--- src/rtl/sdac_pkg.sv ---
package sdac_pkg;

  typedef enum logic [2:0] {
    ST_IDLE,
    ST_BLO,
    ST_BHI,
    ST_GAP,
    ST_LLO,
    ST_LHI,
    ST_CLR,
    ST_FIN
  } sdac_st_e;

  // Smallest cycle count whose duration covers ns
  function automatic int cyc_ceil(input int ns, input int clk_ns);
    return (ns + clk_ns - 1) / clk_ns;
  endfunction

  function automatic int imax(input int a, input int b);
    return (a > b) ? a : b;
  endfunction

endpackage

--- src/rtl/sdac_phase_timer.sv ---
module sdac_phase_timer #(
  parameter int TW = 6
) (
  input  logic          clk,
  input  logic          rst_n,
  input  logic          ld,
  input  logic [TW-1:0] ld_val,
  output logic          zero
);

  logic [TW-1:0] cnt;

  always_ff @(posedge clk or negedge rst_n) begin
    if (!rst_n)          cnt <= '0;
    else if (ld)         cnt <= ld_val;
    else if (cnt != '0)  cnt <= cnt - 1'b1;
  end

  assign zero = (cnt == '0);


  zero_hold_chk: assert property (@(posedge clk) disable iff (!rst_n)
    (zero && !ld) |=> zero);

endmodule

--- src/rtl/sdac_word_shifter.sv ---
module sdac_word_shifter #(
  parameter int W = 48
) (
  input  logic         clk,
  input  logic         rst_n,
  input  logic         ld,
  input  logic [W-1:0] ld_val,
  input  logic         shift,
  output logic         msb
);

  logic [W-1:0] sr;

  always_ff @(posedge clk or negedge rst_n) begin
    if (!rst_n)      sr <= '0;
    else if (ld)     sr <= ld_val;
    else if (shift)  sr <= {sr[W-2:0], 1'b0};
  end

  assign msb = sr[W-1];


  first_bit_chk: assert property (@(posedge clk) disable iff (!rst_n)
    ld |=> (msb == $past(ld_val[W-1])));

endmodule

--- src/rtl/sdac_chain_ctrl.sv ---
module sdac_chain_ctrl
  import sdac_pkg::*;
#(
  parameter int NDEV     = 3,
  parameter int WORD_W   = 16,
  parameter int CLK_NS   = 4,
  parameter int T_HI_NS  = 50,
  parameter int T_LO_NS  = 50,
  parameter int T_PER_NS = 100,
  parameter int T_SU_NS  = 50,
  parameter int T_CLR_NS = 200
) (
  input  logic                   clk,
  input  logic                   rst_n,
  input  logic                   mode_par,
  input  logic                   upd_each,
  input  logic                   start,
  input  logic                   clr_go,
  input  logic [NDEV*WORD_W-1:0] codes,
  output logic                   busy,
  output logic                   done,
  output logic                   dclk,
  output logic                   sdata,
  output logic [NDEV-1:0]        shift_n,
  output logic                   load_n,
  output logic                   clr_n
);

  localparam int TOT     = NDEV * WORD_W;
  localparam int LO_CNT  = imax(1, cyc_ceil(imax(T_LO_NS, T_SU_NS), CLK_NS));
  localparam int HI_BASE = imax(1, cyc_ceil(T_HI_NS, CLK_NS));
  localparam int PER_CNT = cyc_ceil(T_PER_NS, CLK_NS);
  localparam int HI_CNT  = imax(HI_BASE, PER_CNT - LO_CNT);
  localparam int CLR_CNT = imax(1, cyc_ceil(T_CLR_NS, CLK_NS));
  localparam int CMAX    = imax(imax(LO_CNT, HI_CNT), CLR_CNT);
  localparam int TW      = $clog2(CMAX + 1);
  localparam int BW      = (TOT > 1) ? $clog2(TOT) : 1;
  localparam int DW      = (NDEV > 1) ? $clog2(NDEV) : 1;

  localparam logic [TW-1:0] LO_M1  = TW'(LO_CNT - 1);
  localparam logic [TW-1:0] HI_M1  = TW'(HI_CNT - 1);
  localparam logic [TW-1:0] CLR_M1 = TW'(CLR_CNT - 1);

  sdac_st_e        st, st_d;
  logic            par_q, each_q;
  logic [BW-1:0]   bit_cnt;
  logic [DW-1:0]   dev;
  logic            tmr_ld, tmr_zero;
  logic [TW-1:0]   tmr_val;
  logic            sh_ld, sh_go, sh_msb;
  logic            bit_clr, bit_inc, dev_dec, dev_set;
  logic            bit_last, load_here, in_bits;

  sdac_phase_timer #(.TW(TW)) u_tmr (
    .clk(clk), .rst_n(rst_n), .ld(tmr_ld), .ld_val(tmr_val), .zero(tmr_zero)
  );

  sdac_word_shifter #(.W(TOT)) u_sh (
    .clk(clk), .rst_n(rst_n), .ld(sh_ld), .ld_val(codes), .shift(sh_go), .msb(sh_msb)
  );

  // Frame end: one word per device in parallel, whole chain in cascade
  assign bit_last  = par_q ? (bit_cnt == BW'(WORD_W - 1)) : (bit_cnt == BW'(TOT - 1));
  assign load_here = !par_q || each_q || (dev == '0);

  always_comb begin
    st_d    = st;
    tmr_ld  = 1'b0;
    tmr_val = '0;
    sh_ld   = 1'b0;
    sh_go   = 1'b0;
    bit_clr = 1'b0;
    bit_inc = 1'b0;
    dev_dec = 1'b0;
    dev_set = 1'b0;
    case (st)
      ST_IDLE: begin
        if (clr_go) begin
          st_d = ST_CLR; tmr_ld = 1'b1; tmr_val = CLR_M1;
        end else if (start) begin
          st_d = ST_BLO; tmr_ld = 1'b1; tmr_val = LO_M1;
          sh_ld = 1'b1; bit_clr = 1'b1; dev_set = 1'b1;
        end
      end
      ST_BLO: if (tmr_zero) begin
        st_d = ST_BHI; tmr_ld = 1'b1; tmr_val = HI_M1;
      end
      ST_BHI: if (tmr_zero) begin
        sh_go = 1'b1; tmr_ld = 1'b1; tmr_val = LO_M1;
        if (bit_last) st_d = ST_GAP;
        else begin st_d = ST_BLO; bit_inc = 1'b1; end
      end
      ST_GAP: if (tmr_zero) begin
        tmr_ld = 1'b1; tmr_val = LO_M1;
        if (load_here) st_d = ST_LLO;
        else begin st_d = ST_BLO; dev_dec = 1'b1; bit_clr = 1'b1; end
      end
      ST_LLO: if (tmr_zero) begin
        st_d = ST_LHI; tmr_ld = 1'b1; tmr_val = HI_M1;
      end
      ST_LHI: if (tmr_zero) begin
        if (par_q && dev != '0) begin
          st_d = ST_BLO; tmr_ld = 1'b1; tmr_val = LO_M1;
          dev_dec = 1'b1; bit_clr = 1'b1;
        end else st_d = ST_FIN;
      end
      ST_CLR: if (tmr_zero) st_d = ST_FIN;
      ST_FIN:  st_d = ST_IDLE;
      default: st_d = ST_IDLE;
    endcase
  end

  always_ff @(posedge clk or negedge rst_n) begin
    if (!rst_n) begin
      st      <= ST_IDLE;
      par_q   <= 1'b0;
      each_q  <= 1'b0;
      bit_cnt <= '0;
      dev     <= '0;
    end else begin
      st <= st_d;
      if (sh_ld) begin
        par_q  <= mode_par;
        each_q <= upd_each;
      end
      if (bit_clr)      bit_cnt <= '0;
      else if (bit_inc) bit_cnt <= bit_cnt + 1'b1;
      if (dev_set)      dev <= DW'(NDEV - 1);
      else if (dev_dec) dev <= dev - 1'b1;
    end
  end

  assign in_bits = (st == ST_BLO) || (st == ST_BHI);
  assign dclk    = (st == ST_BHI) || (st == ST_LHI);
  assign sdata   = in_bits && sh_msb;
  assign load_n  = !((st == ST_LLO) || (st == ST_LHI));
  assign clr_n   = (st != ST_CLR);
  assign busy    = (st != ST_IDLE);
  assign done    = (st == ST_FIN);

  for (genvar d = 0; d < NDEV; d++) begin : g_en
    assign shift_n[d] = !(in_bits && (!par_q || dev == DW'(d)));
  end

  // ---------------- checks on the produced waveforms ----------------
  logic        dclk_q, clr_q;
  logic [NDEV+1:0] sig, sig_q;
  logic [15:0] ph_len, sig_age, clr_len;

  assign sig = {sdata, load_n, shift_n};

  always_ff @(posedge clk or negedge rst_n) begin
    if (!rst_n) begin
      dclk_q  <= 1'b0;
      clr_q   <= 1'b1;
      sig_q   <= {1'b0, 1'b1, {NDEV{1'b1}}};
      ph_len  <= '0;
      sig_age <= '0;
      clr_len <= '0;
    end else begin
      dclk_q <= dclk;
      clr_q  <= clr_n;
      sig_q  <= sig;
      ph_len  <= (dclk != dclk_q) ? 16'd1 : ((ph_len == '1) ? ph_len : ph_len + 1'b1);
      sig_age <= (sig != sig_q)   ? 16'd1 : ((sig_age == '1) ? sig_age : sig_age + 1'b1);
      clr_len <= (clr_n != clr_q) ? 16'd1 : ((clr_len == '1) ? clr_len : clr_len + 1'b1);
    end
  end


  high_width_chk: assert property (@(posedge clk) disable iff (!rst_n)
    (dclk_q && !dclk) |-> (32'(ph_len) >= HI_CNT));

  low_width_chk: assert property (@(posedge clk) disable iff (!rst_n)
    (!dclk_q && dclk) |-> (32'(ph_len) >= LO_CNT));

  setup_chk: assert property (@(posedge clk) disable iff (!rst_n)
    (!dclk_q && dclk) |-> ((sig == sig_q) && (32'(sig_age) >= LO_CNT)));

  clr_width_chk: assert property (@(posedge clk) disable iff (!rst_n)
    (!clr_q && clr_n) |-> (32'(clr_len) >= CLR_CNT));

  no_dual_enable_chk: assert property (@(posedge clk) disable iff (!rst_n)
    !load_n |-> (&shift_n));

  one_select_chk: assert property (@(posedge clk) disable iff (!rst_n)
    par_q |-> ($countones(~shift_n) <= 1));

  done_pulse_chk: assert property (@(posedge clk) disable iff (!rst_n)
    done |=> !done);

  busy_end_chk: assert property (@(posedge clk) disable iff (!rst_n)
    $fell(busy) |-> $past(done));

endmodule

--- config.mk ---
export PLATFORM = sky130hd
export DESIGN_NAME = sdac_chain_ctrl
export DESIGN_NICKNAME = d
export VERILOG_FILES = /design/src/rtl/sdac_pkg.sv /design/src/rtl/sdac_phase_timer.sv /design/src/rtl/sdac_word_shifter.sv /design/src/rtl/sdac_chain_ctrl.sv
export SDC_FILE = /design/constraint.sdc
export NUM_CORES = 1
export LEC_CHECK = 0
export BUFFER_PORTS_ARGS = -buffer_cell sky130_fd_sc_hd__buf_2
export CORE_UTILIZATION = 50
export DETAILED_ROUTE_END_ITERATION = 10
export GPL_ROUTABILITY_DRIVEN = 1
export PLACE_DENSITY = 0.73
export SYNTH_ARGS = -nofsm -noshare
export SYNTH_HDL_FRONTEND = slang
export SYNTH_SLANG_ARGS = --single-unit
--- constraint.sdc ---
create_clock -name clk -period 3.4 [get_ports clk]
set_clock_uncertainty 0.05 [all_clocks]
set_input_delay 0.17 -clock clk [delete_from_list [all_inputs] [get_ports clk]]
set_output_delay 0.17 -clock clk [all_outputs]
set_load 0.01 [all_outputs]
# After elaboration in Yosys (flattened, before gate mapping)
# Index checks and enable logic that the tools add are counted.
[op_classes]
add_sub_neg = 3
multipliers = 0
n_div = 0
order_cmp = 0
n_eq_ne = 19
n_shift = 0
mux = 43
bitwise = 0
n_reduce_logical = 30
[op_table]
columns = ["operator", "n"]
rows = [
  ["$mux W48", 2],
  ["$mux W3", 10],
  ["$mux W6", 5],
  ["$pmux W3 S8", 1],
  ["$pmux W6 S3", 1],
  ["$mux W4", 4],
  ["$mux W1", 14],
  ["$eq A3 B3 Y1 const B", 4],
  ["$ne A2 B2 Y1 const B", 6],
  ["$reduce_bool A2 Y1", 5],
  ["$logic_or A1 B1 Y1", 8],
  ["$reduce_and A7 Y1", 1],
  ["$add A6 B1 Y6 const B", 1],
  ["$eq A3 B2 Y1 const B", 2],
  ["$eq A6 B4 Y1 const B", 1],
  ["$eq A6 B6 Y1 const B", 1],
  ["$logic_not A6 Y1", 1],
  ["$mux W2", 3],
  ["$ne A3 B3 Y1 const B", 2],
  ["$pmux W1 S3", 2],
  ["$reduce_bool A6 Y1", 1],
  ["$sub A6 B1 Y6 const B", 1],
  ["$logic_and A1 B1 Y1", 5],
  ["$logic_not A1 Y1", 5],
  ["other kinds (9)", 9],
]
[totals]
reg_bits = 67
latchBits = 0
mem_bits_rw = 0
romBits = 0
input_bits = 54
elab_cells = 102
mem_count = 0

# Longest topological paths before layout
[logic_depth]
word_depth = 8
depth_mapped = 8

# Cells and area by module
# Synthesis repeated with hierarchy kept, for this count alone.
[hier_totals]
cells_unflattened = 357
hier_area_um2 = 3560.9
[modules_own_cells]
columns = ["mod", "n_inst", "cells_per_inst", "area_each_um2"]
rows = [
  ["sdac_word_shifter", 1, 208, 2237.1],
  ["sdac_chain_ctrl", 1, 109, 923.4],
  ["sdac_phase_timer", 1, 40, 400.4],
]

# Least setup slack after synthesis
# No wires, ideal clock.
[synth_path]
path_kind = "reg2reg"
from = "reg u_tmr.cnt[0]"
to = "reg bit_cnt[4]"
setup_ns = 0.078
arrival_time_ns = 1.818
path_slack_ns = 1.454
path_stages_with_launch = 8
synth_period_minus_slack_ns = 1.946
cell_sequence = "dfrtp_1 -> inv_1 -> ha_1 -> nor4b_2 -> nand4b_1 -> buf_2 -> or4_1 -> a21oi_1"
[synth_between]
elab_chain_cells = 4
elab_cells_between_ends = 8
cone_classes = "mux (6); reduce/logical (2)"
[synth_rtl]
columns = ["item", "line_no", "source"]
rows = [
  ["start, declared", "sdac_phase_timer.sv:11", "logic [TW-1:0] cnt;"],
  ["start signal, assigned", "sdac_phase_timer.sv:15", "else if (ld) cnt <= ld_val;"],
  ["start signal, assigned", "sdac_phase_timer.sv:16", "else if (cnt != '0) cnt <= cnt - 1'b1;"],
  ["$logic_not A6 Y1 *", "sdac_phase_timer.sv:19", "assign zero = (cnt == '0);"],
  ["$mux W1, on equally long branches", "sdac_chain_ctrl.sv:101, sdac_chain_ctrl.sv:88, sdac_chain_ctrl.sv:93", ""],
  ["$pmux W1 S3 or $mux W1 (tied branches)", "sdac_chain_ctrl.sv:76", "case (st)"],
  ["$mux W6 or $reduce_bool A2 Y1 (tied branches)", "-", ""],
  ["end signal, assigned", "sdac_chain_ctrl.sv:127", "else if (bit_inc) bit_cnt <= bit_cnt + 1'b1;"],
  ["end, declared", "sdac_chain_ctrl.sv:46", "logic [BW-1:0] bit_cnt;"],
]
# Mark *: on every way between the ends. The rest lies on a longest branch, timed or not.
# A chain may end at the register's enable or synchronous reset.

# Worst setup path after layout
[layout_path]
from = "reg u_tmr.cnt[0]"
to = "reg u_sh.sr[35]"
[layout_between]
elab_chain_cells = 4
[layout_rtl]
columns = ["item", "line_no", "source"]
rows = [
  ["$logic_not A6 Y1", "sdac_phase_timer.sv:19", ""],
  ["$mux W1", "sdac_chain_ctrl.sv:88", "ST_BHI: if (tmr_zero) begin"],
  ["$mux W1", "sdac_chain_ctrl.sv:76", ""],
  ["$reduce_bool A2 Y1 (no line)", "-", ""],
  ["end signal, assigned", "sdac_word_shifter.sv:16", "else if (ld) sr <= ld_val;"],
  ["end signal, assigned", "sdac_word_shifter.sv:17", "else if (shift) sr <= {sr[W-2:0], 1'b0};"],
  ["end, declared", "sdac_word_shifter.sv:12", "logic [W-1:0] sr;"],
]
# No other way between the ends.

==> run metrics <==
Initial Util 0.531; pwr/cell area 827 nW/µm²; vias in the first global route 2900; status finished clean; Sw Pwr 1150 µW; Cells after Synth 402; Internal 2200 µW; critical path required time 3540 ps; Core Box Area 6530 µm²; synth warn 0; Net Sw Frac 0.343; hpwl dp 5160 µm; DRC viols 0; Detail Route Antenna Nets 0; fin crit share 0.737; RD Place Congestion 0.822; worst hold-check path type input pin to flip-flop; syn_nets 462; initial DRC count 255; r2r setup slk 890 ps; H-tree levels 3; VDD IR max 0.382 mV; Slew Limit Fails 0; critical path fanouts, max 46; Crit. End Element flip-flop; Worst path slowest cell nand4b_1; Final Hold Vio Count 0; critical path class flip-flop to flip-flop; cells on worst reg2reg path 7; ANT cells 0; Die ar. 7280 µm²; mapped cell area 3470 µm²; Die Ht 85.3 µm; Main synth FF type dfrtp_1; RSZ-0062 raised after global routing false; cells along the critical path inv_1, ha_1, nor4b_2, nand4b_1, nand2_1, buf_4, a31oi_1; worst reg2reg path endpoint u_sh.sr[35]; overflow left after global routing 0; setup TNS 0 ps; PortBufs 62; Final setup viols 0; Flop pwr share 0.436; WL/cell 14.6 µm; Post-CTS Setup Repair Bufs 0; setup slack after placement 912 ps; reg-to-reg startpoint u_tmr.cnt[0]; fmax 0.399 GHz; sequential area share after synthesis 0.483; Nets 513; routed wire length 7800 µm; Hold Path End u_sh.sr[0]; hold path cells 3; #FFs+latches synth 67; slew margin rel. 0.448; clock slew at reported path FFs 70 ps; Slew @ Worst Pin 822 ps; Comb pwr share 0.319; minimum clock period 2510 ps; Setup WS post-layout 893 ps; TritonRoute pass-1 iters 5; worst-skew pair later-pin latency 340 ps; CTS buffer count 9; initial antenna violation count 0; clock share of power 0.245; number of clock sinks 67; Total Routing Usage GR 0.238; synth unique cells 50; Leak 0.00185 µW; share of post-route cells with drive strength above 1 0.207; crit path launch type flip-flop; area grow syn2layout 16.8%; clock buffer depth 2; CTS Root Cell clkbuf_8; Vias 3107; CTS tree built; CP peak stage delay 420 ps; ys async rst share 1.00; max-cap viol count 0; largest net degree at the start of global routing 47; Vias/cell 5.81; Cell Rows 29; EDFF count, synth 0; die width 85.3 µm; Hold Path Origin codes[0]; Ports 63; first-pass GRT wire length 13600 µm; CP arrival 2650 ps; syn_area_per_cell 8.63 µm²
==> worst max path at each step <==
stage / from / endpoint / slack [ps] / cells past startpoint
floorplan: u_tmr.cnt[0] / bit_cnt[4] / 1450 / 7
global placement: u_tmr.cnt[0] / u_sh.sr[27] / 1040 / 7
detailed placement: u_tmr.cnt[0] / u_sh.sr[8] / 910 / 7
CTS: u_tmr.cnt[0] / u_sh.sr[35] / 900 / 7
global route: u_tmr.cnt[0] / u_sh.sr[42] / 600 / 7
finish: u_tmr.cnt[0] / u_sh.sr[35] / 890 / 7
==> state kept, by name, summed over array words and instances, names as in the netlist <==
register / flops
st: 3
dev: 2
u_tmr.cnt: 6
u_sh.sr: 48
each_q: 1
par_q: 1
bit_cnt: 6
==> synth_stat cells (all sizes together), types with 2 or more instances <==
| cell | count | share of area |
|---|---|---|
| buf | 17 | 0.025 |
| mux2 | 2 | 0.0065 |
| nor3b | 2 | 0.0058 |
| clkbuf | 14 | 0.018 |
| nor2 | 10 | 0.011 |
| o31ai | 3 | 0.0065 |
| inv | 10 | 0.011 |
| ha | 6 | 0.022 |
| dfrtp | 67 | 0.48 |
| nand3 | 3 | 0.0043 |
| nor3 | 51 | 0.075 |
| a31oi | 46 | 0.083 |
| xor2 | 2 | 0.0050 |
| or3 | 3 | 0.0072 |
| nand2 | 110 | 0.12 |
| o21ai | 12 | 0.017 |
| xnor2 | 6 | 0.015 |
| a21oi | 9 | 0.013 |
| o211ai | 4 | 0.0087 |
| nand3b | 2 | 0.0054 |
| or4 | 3 | 0.0065 |
==> final cells by class <==
class | count | area (µm²)
inverters | 10 | 37.5
well taps | 77 | 96.3
clock inverters | 6 | 111
clock buffers | 10 | 138
flip-flops and latches | 67 | 1680
multi-input cells | 294 | 1610
repair buffers | 71 | 385
fillers | 579 | 2480
==> stage by stage <==
stage               cells  utilization  power, µW  hold WS [ps]  area [µm²]
finish                535        0.620       3350          23.5        4050
global route          535        0.620       3630          16.2        4050
CTS                   535        0.620       3380          11.2        4050
detailed placement    516        0.578       2540           153        3770
global placement      516        0.578       2480           157        3770
floorplan             402            -       2260          -176        3470
==> critical path, delay by kind of cell (launching register included) <==
kind / cells / cell delay [ps]
simple gates: 3 / 990
buf+inv: 2 / 540
flops: 1 / 390
fa+ha+maj: 1 / 190
compound gates: 1 / 160
==> routing by layer <==
layer	vias up	share of wire	global-route usage	routed length [µm]
li1	1528	-	-	-
met1	1462	0.46	0.340	3600
met2	105	0.48	0.355	3710
met3	12	0.048	0.0447	376
met4	0	0.015	0.103	115
met5	-	0	0	0
==> power groups by stage <==
stage	sequential, µW	combinational (µW)	clock [µW]
2_1_floorplan	1360	897	0
3_3_place_gp	1450	1030	0
3_5_place_dp	1470	1080	0
4_1_cts	1460	1080	840
5_1_grt	1510	1240	877
6_report	1460	1070	821
==> cells in the final DEF (no fill, tap or decap), types with 2 or more instances in the layout <==
master | netlist | routed
xor2_1 | 2 | 2
xnor2_1 | 6 | 6
nor2_1 | 10 | 10
inv_1 | 10 | 10
nand2_1 | 110 | 110
buf_2 | 15 | 62
nand3_1 | 3 | 3
dlygate4sd3_1 | 0 | 3
bufinv_16 | 0 | 3
clkbuf_8 | 1 | 10
o31ai_1 | 3 | 3
ha_1 | 6 | 6
mux2_2 | 2 | 2
a31oi_1 | 46 | 46
o21ai_0 | 11 | 11
nor3_1 | 50 | 50
buf_4 | 1 | 6
or4_1 | 3 | 3
o211ai_1 | 4 | 4
dfrtp_1 | 67 | 67
a21oi_1 | 9 | 9
==> cells by family after synthesis <==
| group | Yosys count | synth area share |
|---|---|---|
| multiplexers | 2 | 0.00649 |
| flip-flops | 67 | 0.483 |
| AND/OR/NAND/NOR | 194 | 0.259 |
| XOR/XNOR | 8 | 0.0202 |
| AO/OA/AOI/OAI | 84 | 0.155 |
| buffers and inverters | 41 | 0.0537 |
| adder cells (fa/ha/maj) | 6 | 0.0216 |
==> repair_timing <==
action	in CTS	in global routing
hold endpoints to repair	26	0
hold buffers	3	0
gates resized for setup	0	0
No activity file was read; power rests on OpenSTA's default activity.
